<file path="config.mk">
export PLATFORM = sky130hd
export DESIGN_NAME = ecap_walker
export DESIGN_NICKNAME = d
export VERILOG_FILES = /design/src/rtl/ecap_walker.sv
export SDC_FILE = /design/constraint.sdc
export NUM_CORES = 1
export LEC_CHECK = 0
export ABC_CLOCK_PERIOD_IN_PS = 2500
export BUFFER_PORTS_ARGS = -buffer_cell sky130_fd_sc_hd__buf_4
export CELL_PAD_IN_SITES_DETAIL_PLACEMENT = 2
export CELL_PAD_IN_SITES_GLOBAL_PLACEMENT = 2
export CORE_ASPECT_RATIO = 0.5
export CORE_UTILIZATION = 30
export CTS_CLUSTER_DIAMETER = 40
export CTS_CLUSTER_SIZE = 8
export DETAILED_ROUTE_END_ITERATION = 10
export GPL_TIMING_DRIVEN = 0
export PLACE_DENSITY = 0.81
export SKIP_CTS_REPAIR_TIMING = 1
export SLEW_MARGIN = 25
export SYNTH_ARGS = -nofsm -noshare
export SYNTH_HDL_FRONTEND = slang
export SYNTH_SLANG_ARGS = --single-unit
</file>
<file path="constraint.sdc">
create_clock -name clk -period 2.5 [get_ports clk]
set_clock_uncertainty 0.15 [all_clocks]
set_input_delay 0 -clock clk [delete_from_list [all_inputs] [get_ports clk]]
set_output_delay 0 -clock clk [all_outputs]
set_load 0.01 [all_outputs]
</file>
<file path="src/rtl/ecap_walker.sv">
module ecap_walker #(
  parameter int AW = 10,
  parameter int BASE = 256,
  parameter int MAX_VISIT = 1024
) (
  input  logic          clk,
  input  logic          rst_n,
  input  logic          start,
  input  logic          mode,
  input  logic [15:0]   cap_id,
  input  logic [3:0]    cap_ver,
  input  logic [AW+1:0] cap_off,
  input  logic [AW+2:0] cap_size,
  output logic          busy,
  output logic          done,
  output logic          err,
  output logic [AW+1:0] found_off,
  output logic [AW+1:0] prev_off,
  output logic          mem_rd,
  output logic          mem_wr,
  output logic [AW-1:0] mem_addr,
  output logic [31:0]   mem_wdata,
  input  logic [31:0]   mem_rdata
);
  localparam int OW = AW + 2;
  localparam int SPACE = 1 << OW;
  localparam int LIMIT = SPACE - 8;
  localparam int CW = $clog2(MAX_VISIT + 1);

  typedef enum logic [2:0] {S_IDLE, S_RD, S_WT, S_PATCH, S_HDR, S_DONE} st_t;
  st_t st;

  logic          app_q;
  logic [15:0]   id_q;
  logic [3:0]    ver_q;
  logic [OW-1:0] off_q, cur, prv;
  logic [CW-1:0] cnt;
  logic [31:0]   hdr_q;
  logic          err_q;

  wire [OW-1:0] nxt = mem_rdata[31:20];
  wire [15:0]   walk_id = app_q ? 16'd0 : id_q;
  wire at_base  = int'(off_q) == BASE;
  wire bad_next = int'(nxt) < BASE || int'(nxt) > LIMIT || nxt[1:0] != 2'b00;
  wire bad_args = int'(cap_off) < BASE || cap_off[1:0] != 2'b00 || int'(cap_size) < 8 ||
                  int'(cap_off) + int'(cap_size) >= SPACE;

  assign busy = st != S_IDLE;
  assign done = st == S_DONE;
  assign err  = done & err_q;
  assign mem_rd = st == S_RD;
  assign mem_wr = st == S_PATCH || st == S_HDR;
  assign mem_addr = (st == S_HDR) ? off_q[OW-1:2] : cur[OW-1:2];
  assign mem_wdata = (st == S_PATCH) ? {off_q, hdr_q[19:0]}
                   : {at_base ? hdr_q[31:20] : 12'h000, ver_q, id_q};

  always_ff @(posedge clk) begin
    if (!rst_n) begin
      st <= S_IDLE;
      app_q <= 1'b0;
      id_q <= '0;
      ver_q <= '0;
      off_q <= '0;
      cur <= '0;
      prv <= '0;
      cnt <= '0;
      hdr_q <= '0;
      err_q <= 1'b0;
      found_off <= '0;
      prev_off <= '0;
    end else begin
      case (st)
        S_IDLE: if (start) begin
          app_q <= mode;
          id_q <= cap_id;
          ver_q <= cap_ver;
          off_q <= cap_off;
          cur <= OW'(BASE);
          prv <= '0;
          cnt <= '0;
          hdr_q <= '0;
          err_q <= 1'b0;
          found_off <= '0;
          prev_off <= '0;
          if (mode && bad_args) begin
            err_q <= 1'b1;
            st <= S_DONE;
          end else begin
            st <= S_RD;
          end
        end
        S_RD: st <= S_WT;
        S_WT: begin
          hdr_q <= mem_rdata;
          cnt <= cnt + 1'b1;
          if (int'(cur) == BASE && mem_rdata == 32'd0) begin
            if (app_q && !at_base) begin
              err_q <= 1'b1;
              st <= S_DONE;
            end else begin
              st <= app_q ? S_HDR : S_DONE;
            end
          end else if (app_q && at_base) begin
            st <= S_HDR;
          end else if (walk_id != 16'd0 && mem_rdata[15:0] == walk_id) begin
            found_off <= cur;
            prev_off <= prv;
            st <= S_DONE;
          end else if (nxt == '0) begin
            prev_off <= cur;
            st <= app_q ? S_PATCH : S_DONE;
          end else if (bad_next || int'(cnt) + 1 >= MAX_VISIT) begin
            err_q <= 1'b1;
            st <= S_DONE;
          end else begin
            prv <= cur;
            cur <= nxt;
            st <= S_RD;
          end
        end
        S_PATCH: st <= S_HDR;
        S_HDR: begin
          found_off <= off_q;
          if (at_base) prev_off <= '0;
          st <= S_DONE;
        end
        default: st <= S_IDLE;
      endcase
    end
  end
endmodule

</file>
==> metrics.txt <==
post-synth cell types=67; gr ovfl total=0; Pre-Repair DR Iteration Count=5; placed cell count=~1.2k; PD cells=663 nW/µm²; first-pass GRT wire length=around 43,000 µm; largest net degree at the start of global routing=17; Clock Sinks=around 130; CORE AREA=slightly above 20,000 µm²; Worst R2R Setup Slack=-0.19 ns; peak supply drop=around 0.00045 V; post-synthesis compound-gate area fraction=approximately 22%; worst skew pair latency=0.45 ns; Yosys Warn Count=0; Req. time, crit path=approximately 2.4 ns; All-Layer GR Usage=26.2%; initial core utilization=a little under a third; Simple-Gate Fraction of Synth Area=a little over a quarter; Post-Syn Nets=892; Synth Instances=around 800; Inserted Diodes=0; leakage=3.89 nW; Slowest cell on crit path=nor4_1; Worst-path clk slew=around 0.070 ns; mux cell area share after synthesis=3.33%; Yosys reg bits=~130; Max-slew headroom=~44%; Post-Synth XOR/XNOR Area=under 10%; worst slew pin tran=0.838 ns; Top delay family on crit path=simple AND/OR/NAND/NOR gates; vias in the first global route=~7.3k; hold crit path type=input port to flip-flop; antenna-violating nets left=0; hold_sp=start; most common cell after layout, fill and taps aside=nand2_1; num rows=37; adder-cell share of the synthesized area=about 2.9%; f_max=360 MHz; status=finished, violations left; WP data arrival=2.62 ns; fin crit share=111%; Worst R2R Path Depth=8; WHS Path Cells=3; total power=about 6.3 mW; critical path endpoint category=output pin; largest family of logic cells by synthesized area=simple AND/OR/NAND/NOR gates; setup TNS=-7.93 ns; Final Setup Violations=64; Pins Over Slew Limit=0; total die area=21,900 µm²; Fin Hold WS=~0.06 ns; Synth Flop Type=dfxtp_1; TritonCTS clock tree=built; Mean Syn Cell Area=between 8 and 9 µm²; Final Wtd Congestion=0.939; Mapped Area=between 6000 and 7000 µm²; drt via density=roughly 5.8; failing checks=negative setup slack; Final min period=2.77 ns; DPL Wire Length=~21,000 µm; commonest non-fill, non-tap cells in the layout=179 x nand2_1, 164 x buf_4, 107 x dfxtp_1; sequential share of the synthesized area=40.1%; total of max-cap violations=0; reg-to-reg endpoint=prv[9]$_SDFFE_PN0P_; H-tree levels=4; Layout area overhead=49.0%; Residual DRC=0; Critical Path Max Stage Delay=around 0.57 ns; fin cells=approximately 1.3k; Num CTS Buffers=17; CP cell instances=nor4_1, and3_2, clkbuf_1, nand3_1, nand2_1, buf_4; antenna violations before repair=0; Vias=roughly 7.7k; drt total wl=roughly 36,000 µm; Final WS setup=-0.275 ns; Die X=roughly 210 µm; final hold violation count=0; EDFF count, synth=0; number of port buffers=between 100 and 150; WL/cell=approximately 27 µm; Worst R2R Start=off_q[2]$_SDFFE_PN0P_; IO Pins=around 150; CP max FO=10; CP bufs+invs=2; Nets=roughly 1.1k; startpoint types=flip-flop; layout cells sized above 1=roughly 28%; Clock Tree Root=clkbuf_16; Core Util, Final=around 46%; asr flop ratio synth=0%; clock buffer depth=2; Hold Path End=st[2]$_SDFFE_PN0N_; DIE HEIGHT=between 100 and 150 µm; critical path class=flip-flop to output pin; DR iter-0 viols=between 500 and 600
worst max path at each step:
stage	startpoint	endpoint	cells past startpoint	slack [ns]
2_1_floorplan	cnt[0]$_SDFFE_PN0P_	prv[10]$_SDFFE_PN0P_	9	0.21
3_3_place_gp	app_q$_SDFFE_PN0P_	prev_off[11]$_SDFFE_PN0P_	8	-0.46
3_5_place_dp	app_q$_SDFFE_PN0P_	prev_off[11]$_SDFFE_PN0P_	8	-0.51
4_1_cts	app_q$_SDFFE_PN0P_	prev_off[6]$_SDFFE_PN0P_	8	-0.60
5_1_grt	off_q[2]$_SDFFE_PN0P_	mem_wdata[29]	6	-0.34
6_report	off_q[2]$_SDFFE_PN0P_	mem_wdata[29]	6	-0.27
worst min-delay path, cell delays in order:
cell and delay [ns]:
clkbuf_1 0.23, o2111ai_1 0.25, a31oi_1 0.11
registers in the layout, indices dropped and copies added, names as in the netlist:
signal,cells
ver_q,4
found_off,12
err_q,1
prv,12
prev_off,12
cnt,11
app_q,1
hdr_q,32
id_q,16
st,3
off_q,12
cur,12
kinds of logic (layout without fill, tap and decap cells):
| group | Yosys count | in the layout |
|---|---|---|
| compound gates | 204 | 204 |
| fa+ha+maj | 14 | 14 |
| mux | 20 | 20 |
| buf+inv | 61 | 316 |
| xor+xnor | 9 | 9 |
| flops | 128 | 128 |
| simple gates | 361 | 361 |
power by group:
part	internal [mW]	leakage (nW)	switching, mW	total [mW]
Sequential	2.14	1.05	0.134	2.27
Combinational	0.510	2.54	0.748	1.26
Clock	1.60	0.299	1.18	2.78
metrics by stage:
stage               cell area (µm²)  worst slack, ns
CTS                            8470           -0.600
finish                         9520           -0.275
global placement               7850           -0.456
floorplan                      6390            0.209
detailed placement             7850           -0.513
global route                   9520           -0.341
cells in the mapped netlist (all sizes together) (3+ instances only):
master | number | area (µm²)
mux2 | 10 | 113
o211ai | 4 | 30.0
clkbuf | 46 | 173
o21ai | 27 | 139
a31oi | 10 | 62.6
ha | 13 | 163
a211oi | 3 | 22.5
o32ai | 6 | 52.6
o22ai | 7 | 43.8
nand2 | 180 | 676
or3 | 3 | 18.8
mux2i | 10 | 100
o311a | 3 | 30.0
nor4 | 15 | 100
a221o | 3 | 30.0
a21oi | 57 | 285
dfxtp | 128 | 2560
and2 | 15 | 93.8
a22oi | 46 | 345
nand4 | 13 | 96.3
and3 | 3 | 18.8
xnor2 | 7 | 61.3
or4 | 3 | 22.5
nor2 | 70 | 265
inv | 3 | 11.3
a22o | 21 | 184
nor3 | 13 | 81.3
and4bb | 7 | 87.6
buf | 12 | 71.3
nand3 | 28 | 140
or2 | 3 | 18.8
per-layer routing:
metal	GRT usage (%)	wire length, µm	vias to the layer above
met5	0	0	-
met2	43.3	17900	360
met4	7.94	1370	0
li1	-	-	3367
met1	34.9	14700	3889
met3	4.42	2300	108
cell type report:
type	count	area, µm²
plain buffers	50	253
well taps	273	342
multi-input cells	608	3760
clock buffers	17	425
flip-flops and latches	128	2600
repair buffers	231	1940
clock inverters	15	195
inverters	3	11.3
fillers	2251	11200
Power figures use the tool's default switching activity.
